## config.mk

```make
export PLATFORM = sky130hd
export DESIGN_NAME = sram_bus_ctrl
export DESIGN_NICKNAME = d
export VERILOG_FILES = /design/src/rtl/sram_ctrl_pkg.sv /design/src/rtl/sram_addr_decode.sv /design/src/rtl/sram_wait_timer.sv /design/src/rtl/sram_strobe_seq.sv /design/src/rtl/sram_bus_ctrl.sv
export SDC_FILE = /design/constraint.sdc
export NUM_CORES = 1
export LEC_CHECK = 0
export ABC_CLOCK_PERIOD_IN_PS = 2800
export BUFFER_PORTS_ARGS = -buffer_cell sky130_fd_sc_hd__buf_2
export CORE_MARGIN = 5
export CORE_UTILIZATION = 42
export CTS_CLUSTER_SIZE = 30
export DETAILED_ROUTE_END_ITERATION = 10
export PLACE_DENSITY = 0.76
export SETUP_SLACK_MARGIN = 0.4
export SYNTH_ARGS = -nofsm -noshare
export SYNTH_HDL_FRONTEND = slang
export SYNTH_HIERARCHICAL = 1
export SYNTH_SLANG_ARGS = --single-unit
```

## constraint.sdc

```tcl
create_clock -name clk -period 2.8 [get_ports clk]
set_clock_uncertainty 0.15 [all_clocks]
set_input_delay 0.28 -clock clk [delete_from_list [all_inputs] [get_ports clk]]
set_output_delay 0.28 -clock clk [all_outputs]
set_load 0.02 [all_outputs]
```

## src/rtl/sram_ctrl_pkg.sv

```systemverilog
package sram_ctrl_pkg;
  typedef enum logic [2:0] {
    ST_IDLE,
    ST_SETUP,
    ST_ACCESS,
    ST_HOLD,
    ST_DONE
  } seq_state_t;
endpackage

```

## src/rtl/sram_addr_decode.sv

```systemverilog
module sram_addr_decode #(
  parameter int ADDR_W = 32,
  parameter int MEM_AW = 15
) (
  input  logic [ADDR_W-1:0] addr,
  output logic              hit
);
  // the window is the lowest 2^MEM_AW words; any high bit set is a miss
  assign hit = ~|addr[ADDR_W-1:MEM_AW];
endmodule

```

## src/rtl/sram_wait_timer.sv

```systemverilog
module sram_wait_timer #(
  parameter int WAIT_N = 2
) (
  input  logic clk,
  input  logic rst,
  input  logic load,
  input  logic run,
  output logic expired
);
  localparam int CW = (WAIT_N > 0) ? $clog2(WAIT_N + 1) : 1;
  localparam logic [CW-1:0] LOAD_V = CW'(WAIT_N);

  logic [CW-1:0] cnt;

  always_ff @(posedge clk) begin
    if (rst) begin
      cnt <= '0;
    end else if (load) begin
      cnt <= LOAD_V;
    end else if (run && cnt != '0) begin
      cnt <= cnt - 1'b1;
    end
  end

  assign expired = (cnt == '0);

  // the remaining wait count never exceeds the configured wait states
  assert_count_bound_R6: assert property (@(posedge clk) disable iff (rst)
    cnt <= LOAD_V);
endmodule

```

## src/rtl/sram_strobe_seq.sv

```systemverilog
module sram_strobe_seq
  import sram_ctrl_pkg::*;
(
  input  logic clk,
  input  logic rst,
  input  logic bus_as,
  input  logic hit,
  input  logic wr_q,
  input  logic timer_exp,
  output logic accept,
  output logic timer_load,
  output logic timer_run,
  output logic capture,
  output logic cs,
  output logic we,
  output logic rdy
);
  seq_state_t state;

  assign accept     = (state == ST_IDLE) && bus_as && hit;
  assign timer_load = (state == ST_SETUP);
  assign timer_run  = (state == ST_ACCESS);
  assign capture    = (state == ST_HOLD) && !wr_q;

  always_ff @(posedge clk) begin
    if (rst) begin
      state <= ST_IDLE;
      cs    <= 1'b0;
      we    <= 1'b0;
      rdy   <= 1'b0;
    end else begin
      case (state)
        ST_IDLE: begin
          if (accept) begin
            cs    <= 1'b1;
            state <= ST_SETUP;
          end
        end
        ST_SETUP: begin
          we    <= wr_q;
          state <= ST_ACCESS;
        end
        ST_ACCESS: begin
          if (timer_exp) begin
            we    <= 1'b0;
            state <= ST_HOLD;
          end
        end
        ST_HOLD: begin
          cs    <= 1'b0;
          rdy   <= 1'b1;
          state <= ST_DONE;
        end
        ST_DONE: begin
          rdy   <= 1'b0;
          state <= ST_IDLE;
        end
        default: begin
          cs    <= 1'b0;
          we    <= 1'b0;
          rdy   <= 1'b0;
          state <= ST_IDLE;
        end
      endcase
    end
  end

  // the write strobe lives strictly inside chip select
  assert_we_inside_cs_R5: assert property (@(posedge clk) disable iff (rst)
    we |-> cs);
  assert_we_lead_R5: assert property (@(posedge clk) disable iff (rst)
    $rose(we) |-> $past(cs));
  assert_cs_tail_R5: assert property (@(posedge clk) disable iff (rst)
    $fell(we) |-> cs);
  // ready is a single clock and coincides with chip select dropping
  assert_rdy_pulse_R7: assert property (@(posedge clk) disable iff (rst)
    rdy |=> !rdy);
  assert_rdy_after_cs_R7: assert property (@(posedge clk) disable iff (rst)
    $rose(rdy) |-> (!cs && $past(cs)));
  // a miss seen while idle starts nothing
  assert_miss_R2: assert property (@(posedge clk) disable iff (rst)
    (state == ST_IDLE && bus_as && !hit) |=> !cs);
endmodule

```

## src/rtl/sram_bus_ctrl.sv

```systemverilog
module sram_bus_ctrl #(
  parameter int ADDR_W = 32,
  parameter int DATA_W = 32,
  parameter int LANE_W = 8,
  parameter int MEM_AW = 15,
  parameter int WAIT_N = 2
) (
  input  logic              clk,
  input  logic              rst,
  input  logic              bus_as,
  input  logic              bus_wr,
  input  logic [ADDR_W-1:0] bus_addr,
  input  logic [DATA_W-1:0] bus_wdata,
  output logic [DATA_W-1:0] bus_rdata,
  output logic              bus_rdy,
  output logic [MEM_AW-1:0] mem_addr,
  output logic [DATA_W-1:0] mem_wdata,
  input  logic [DATA_W-1:0] mem_rdata,
  output logic [DATA_W/LANE_W-1:0] bank_cs,
  output logic [DATA_W/LANE_W-1:0] bank_we
);
  localparam int NB = DATA_W / LANE_W;

  logic hit, accept, timer_load, timer_run, timer_exp, capture;
  logic cs, we, wr_q;

  sram_addr_decode #(.ADDR_W(ADDR_W), .MEM_AW(MEM_AW)) u_dec (
    .addr (bus_addr),
    .hit  (hit)
  );

  sram_wait_timer #(.WAIT_N(WAIT_N)) u_timer (
    .clk     (clk),
    .rst     (rst),
    .load    (timer_load),
    .run     (timer_run),
    .expired (timer_exp)
  );

  sram_strobe_seq u_seq (
    .clk        (clk),
    .rst        (rst),
    .bus_as     (bus_as),
    .hit        (hit),
    .wr_q       (wr_q),
    .timer_exp  (timer_exp),
    .accept     (accept),
    .timer_load (timer_load),
    .timer_run  (timer_run),
    .capture    (capture),
    .cs         (cs),
    .we         (we),
    .rdy        (bus_rdy)
  );

  // cycle attributes are frozen at accept and held through the strobes
  always_ff @(posedge clk) begin
    if (rst) begin
      mem_addr  <= '0;
      mem_wdata <= '0;
      wr_q      <= 1'b0;
    end else if (accept) begin
      mem_addr  <= bus_addr[MEM_AW-1:0];
      mem_wdata <= bus_wdata;
      wr_q      <= bus_wr;
    end
  end

  always_ff @(posedge clk) begin
    if (rst) begin
      bus_rdata <= '0;
    end else if (capture) begin
      bus_rdata <= mem_rdata;
    end
  end

  // every byte bank shares the same strobes; lanes differ only in data slice
  for (genvar b = 0; b < NB; b++) begin : g_bank
    assign bank_cs[b] = cs;
    assign bank_we[b] = we;
  end

  // the RAM address cannot move while chip select is held
  assert_addr_stable_R3: assert property (@(posedge clk) disable iff (rst)
    (cs && $past(cs)) |-> $stable(mem_addr));
  // write data is also frozen across the strobe window
  assert_wdata_stable_R3: assert property (@(posedge clk) disable iff (rst)
    (cs && $past(cs)) |-> $stable(mem_wdata));
endmodule

```

Word-level counts from Yosys, hierarchy flattened
Index checks and enable logic that the tools add are counted.
{"block": "totals", "ff_bits": 88, "input_bits": 100, "out_inout_bits": 88, "word_cells": 47}
{"block": "classes", "n_addsub": 1, "eq_ne": 6, "n_mux": 10, "n_bitwise": 2, "n_reduce_logical": 18}
{"operator": "$reduce_or 17->1", "n": 1}
{"operator": "$pmux 3 s4", "n": 1}
{"operator": "$reduce_or 3->1", "n": 3}
{"operator": "$eq 3x2->1 const B", "n": 2}
{"operator": "$mux 3", "n": 2}
{"operator": "$reduce_and 2->1", "n": 3}
{"operator": "$logic_and 1x1->1", "n": 4}
{"operator": "$mux 2", "n": 2}
{"operator": "$ne 2x2->1 const B", "n": 2}
{"operator": "$pmux 1 s2", "n": 2}
{"operator": "$reduce_bool 2->1", "n": 2}
{"operator": "$eq 3x1->1 const B", "n": 1}
{"operator": "$eq 3x3->1 const B", "n": 1}
{"operator": "$logic_not 3->1", "n": 1}
{"operator": "$pmux 1 s3", "n": 1}
{"operator": "$logic_not 1->1", "n": 2}
{"operator": "$logic_not 2->1", "n": 1}
{"operator": "$mux 1", "n": 2}
{"operator": "$not 1->1", "n": 2}
{"operator": "$reduce_or 2->1", "n": 1}
{"operator": "$sub 2x1->2 const B", "n": 1}

Depth between registers and ports, before layout
{"block": "depth", "depth_word": 5, "ltp_mapped": 11, "mapped_depth_nobuf": 8}

Cells and area by module
Netlist, hierarchy kept.
{"module": "sram_bus_ctrl", "instances": 1, "cells_per_inst": 267, "area_each_um2": 2912.8}
{"module": "sram_strobe_seq", "instances": 1, "cells_per_inst": 34, "area_each_um2": 312.8}
{"module": "sram_wait_timer", "instances": 1, "cells_per_inst": 11, "area_each_um2": 106.4}
{"module": "sram_addr_decode", "instances": 1, "cells_per_inst": 6, "area_each_um2": 41.3}

Worst setup path before layout
No wires, ideal clock.
{"block": "synth_path", "path_kind": "input port to flip-flop", "from": "input bus_addr[25]", "to": "register mem_addr[0]", "setup_ns": 0.128, "t_arrival_ns": 1.970, "slack_ns": 0.553, "stages": 11, "n_path_buf": 3, "cell_sequence": "nor4_1 nand4_1 nor4_2 nand3b_4 or3_4 inv_1 buf_6 buf_12 buf_12 mux2i_1 nor2_1"}
{"block": "synth_via", "elab_chain_cells": 3}
{"item": "start: declaration", "line_no": "sram_bus_ctrl.sv:12", "rtl": "input logic [ADDR_W-1:0] bus_addr,"}
{"item": "$reduce_or 17->1", "line_no": "sram_addr_decode.sv:9", "rtl": "assign hit = ~|addr[ADDR_W-1:MEM_AW];"}
{"item": "$logic_not 1->1", "line_no": "sram_addr_decode.sv:9"}
{"item": "via hit", "line_no": "sram_bus_ctrl.sv:24", "rtl": "logic hit, accept, timer_load, timer_run, timer_exp, capture;"}
{"item": "$logic_and 1x1->1", "line_no": "sram_strobe_seq.sv:20", "rtl": "assign accept = (state == ST_IDLE) && bus_as && hit;"}
{"item": "via accept", "line_no": "sram_bus_ctrl.sv:24"}
{"item": "end signal: assignment", "line_no": "sram_bus_ctrl.sv:63", "rtl": "mem_addr <= bus_addr[MEM_AW-1:0];"}
{"item": "end: declaration", "line_no": "sram_bus_ctrl.sv:16", "rtl": "output logic [MEM_AW-1:0] mem_addr,"}
The timed path passes the listed nets, and every way through them passes these cells.
A chain may end at the register's enable or synchronous reset.

Worst setup path in the final report
{"block": "layout_path", "from": "input bus_addr[21]", "to": "register mem_wdata[23]"}
{"block": "layout_via", "elab_chain_cells": 3}
{"item": "$reduce_or 17->1", "line_no": "sram_addr_decode.sv:9"}
{"item": "$logic_not 1->1", "line_no": "sram_addr_decode.sv:9"}
{"item": "via hit", "line_no": "sram_bus_ctrl.sv:24"}
{"item": "$logic_and 1x1->1", "line_no": "sram_strobe_seq.sv:20"}
{"item": "via accept", "line_no": "sram_bus_ctrl.sv:24"}
{"item": "end signal: assignment", "line_no": "sram_bus_ctrl.sv:64", "rtl": "mem_wdata <= bus_wdata;"}
{"item": "end: declaration", "line_no": "sram_bus_ctrl.sv:17", "rtl": "output logic [DATA_W-1:0] mem_wdata,"}
The timed path passes the listed nets, and every way through them passes these cells.

==> summary.txt <==
synth warn: 6
Buffers & Inverters on Critical Path: 3
multi-input logic area: 1380 um^2
RSZ-0062 raised after global routing: false
setup total negative slack: 0 ns
CP startpoint kind: input pin
reg2reg setup slack: 0.78 ns
Crit. path cell count: 10
total gr overflow: 0
GP Congestion: 0.865
Vias/cell: 4.60
Critical path origin: bus_addr[21]
core area: 7770 um^2
Tot GR Track Use: 0.163
relative slew slack: 0.498
Post-DRT Antenna Nets: 0
crit path kind: in2reg
Post-Syn Nets: 419
share of the synthesized area in the top cell type: 0.522
Crit. End Element: flop
status: complete, no violations
number of buffers created by CTS: 9
synthesized flop and latch total: 88
number of fill cells in the layout: 710
cells along the critical path: buf_2, nor4_1, nand4_1, nor4_2, nand3b_4, or3_4, inv_2, buf_4, mux2i_1, nor2_1
first-pass GRT wire length: 13300 um
drt wl/cell: 13.3 um
# port buffers: 187
die area: 9920 um^2
Post-CTS Setup Inserts: 0
largest net degree at the start of global routing: 48
Top FF cell, synth: dfxtp_1
min-delay src: bus_addr[3]
reg2reg path depth: 6
Netlist Area Pre-Place: 3370 um^2
Initial Utilization: 0.434
IO Count: 188
Post-Syn Area per Cell: 10.6 um^2
Reg clk slew, reported paths: 0.09 ns
Netlist cell types: 30
Routed WL: 8050 um
antenna violations before repair: 0
H-tree depth: 3
CTS Root Buffer Type: clkbuf_8
hold depth: 3
share of layout cells above drive strength 1: 0.438
Pleak: 2.09 nW
most instantiated library cell after synthesis: dfxtp_1
DR pass1 iterations: 4
Hold Fails Final Rpt: 0
Data arrival, critical path: 2.36 ns
vias in the first global route: 2894
die height: 99.6 um
Final min period: 2.30 ns
Worst IR Drop VDD: 0.287 mV
Vias: 2789
Synth Instances: 318
Detail Placement HPWL: 6200 um
worst-path maximum fanout: 12
final net count: 600
Place WS: 0.132 ns
Synth area leaders: dfxtp_1 52%, mux2i_1 24%, nor2_1 9.6%
Worst EP required: 2.86 ns
Reg-to-Reg Start: u_seq/state[1]$_SDFFE_PP0P_
DRT iter0 DRCs: 54
CP top delay family: simple AND/OR/NAND/NOR gates
PnR worst setup slack: 0.495 ns
Post-Layout Inst Area: 4560 um^2
drt drc: 0
Final setup viols: 0
fmax: 434 MHz
Die X-Extent: 99.6 um
Reg area: 1760 um^2
critical path's largest stage delay: 0.35 ns
final period utilization: 0.823
cell taking the most area after synthesis: dfxtp_1
top post-synthesis cells by count: 88 x dfxtp_1, 86 x nor2_1, 80 x mux2i_1
Max Cap Violations: 0
post-synthesis sequential area ratio: 0.522
clk sinks: 88
slowest stage cell on the critical path: or3_4
CTS max path bufs: 2
hold_ws: 0.0247 ns
Async S/R FF share, synth: 0
ANT cells: 0
Post-synth EDFFs: 0
Slew Limit Fails: 0
Worst Hold Class: in2reg
synthesis-to-finish area growth: 35.1%
worst skew pair latency: 0.33 ns
Pwr per Cell Area: 499 nW/um^2
row cnt: 32
Worst Tran Pin Value: 0.753 ns
CTS tree: done
post-place instance area: 4300 um^2
==> layer usage <==
| metal | vias up | GRT usage | wire length [um] |
|---|---|---|---|
| li1 | 1415 | - | - |
| met1 | 1248 | 0.179 | 3080 |
| met2 | 119 | 0.284 | 3960 |
| met3 | 7 | 0.0666 | 933 |
| met4 | 0 | 0.0567 | 84 |
| met5 | - | 0 | 0 |
==> flip-flops by register name, indices dropped and copies added, names as in the netlist <==
signal	cells
bus_rdata	32
u_seq/cs	1
mem_addr	15
wr_q	1
u_seq/we	1
mem_wdata	32
u_seq/rdy	1
u_timer/cnt	2
u_seq/state	3
==> power breakdown <==
| part | switching, W | internal, W |
|---|---|---|
| combinational | 0.0000519 | 0.0000628 |
| clock | 0.000439 | 0.000468 |
| sequential | 0.00000154 | 0.00125 |
==> stage by stage <==
| stage | total power [W] | util | std cells |
|---|---|---|---|
| after floorplan | 0.00132 | - | 318 |
| after CTS | 0.00231 | 0.587 | 606 |
| after global routing | 0.00239 | 0.587 | 606 |
| after global placement | 0.00139 | 0.554 | 586 |
| after detailed placement | 0.00139 | 0.554 | 586 |
| final | 0.00227 | 0.587 | 606 |
==> worst register-to-register path, cell delays in order (launching register included) <==
cell and delay (ns):
dfxtp_1 0.41, nand3b_4 0.20, or3_4 0.35, inv_2 0.27
buf_4 0.24, mux2i_1 0.22, nor2_1 0.06
==> worst paths after layout <==
| path | endpoint |
|---|---|
| worst max-delay path | mem_wdata[23]$_SDFFE_PP0P_ |
| worst min-delay path | mem_addr[3]$_SDFFE_PP0P_ |
| worst max register to register | mem_wdata[23]$_SDFFE_PP0P_ |
| worst min register to register | mem_wdata[24]$_SDFFE_PP0P_ |
==> final cells by class <==
class,count,area share
sequential,88,0.387
multi-input combinational,198,0.303
timing repair buffer,199,0.233
clock buffer,11,0.0332
tap,102,0.0280
clock inverter,5,0.0140
inverter,3,0.00247
==> placed cells by master (no fill, tap or decap), types with 2 or more instances in the layout <==
cell	synthesis	final
buf_4	14	6
dlygate4sd3_1	0	4
nor2_1	86	85
nor3_1	3	3
dfxtp_1	88	88
clkinv_4	0	2
nand3b_1	2	2
xnor2_1	2	2
buf_12	3	2
inv_1	3	2
buf_2	3	187
mux2i_1	80	80
nand2_1	6	6
clkbuf_8	0	11
nor4_1	3	3
==> cell families (layout without fill, tap and decap cells) <==
family                     Yosys count  in the layout  share of synthesized area
buffers and inverters               32            218                     0.0712
muxes                               81             81                      0.241
and+or+nand+nor                    109            109                      0.145
adders and majority gates            1              1                    0.00371
xor gates and xnor gates             2              2                    0.00519
DFF                                 88             88                      0.522
AOI/OAI and AO/OA                    5              5                     0.0122
==> timing repair <==
item,4_1_cts,5_1_grt
endpoints found under the hold margin,4,0
hold buffers,4,0
gates resized for setup,0,0
(Power assumes the default switching activity.)
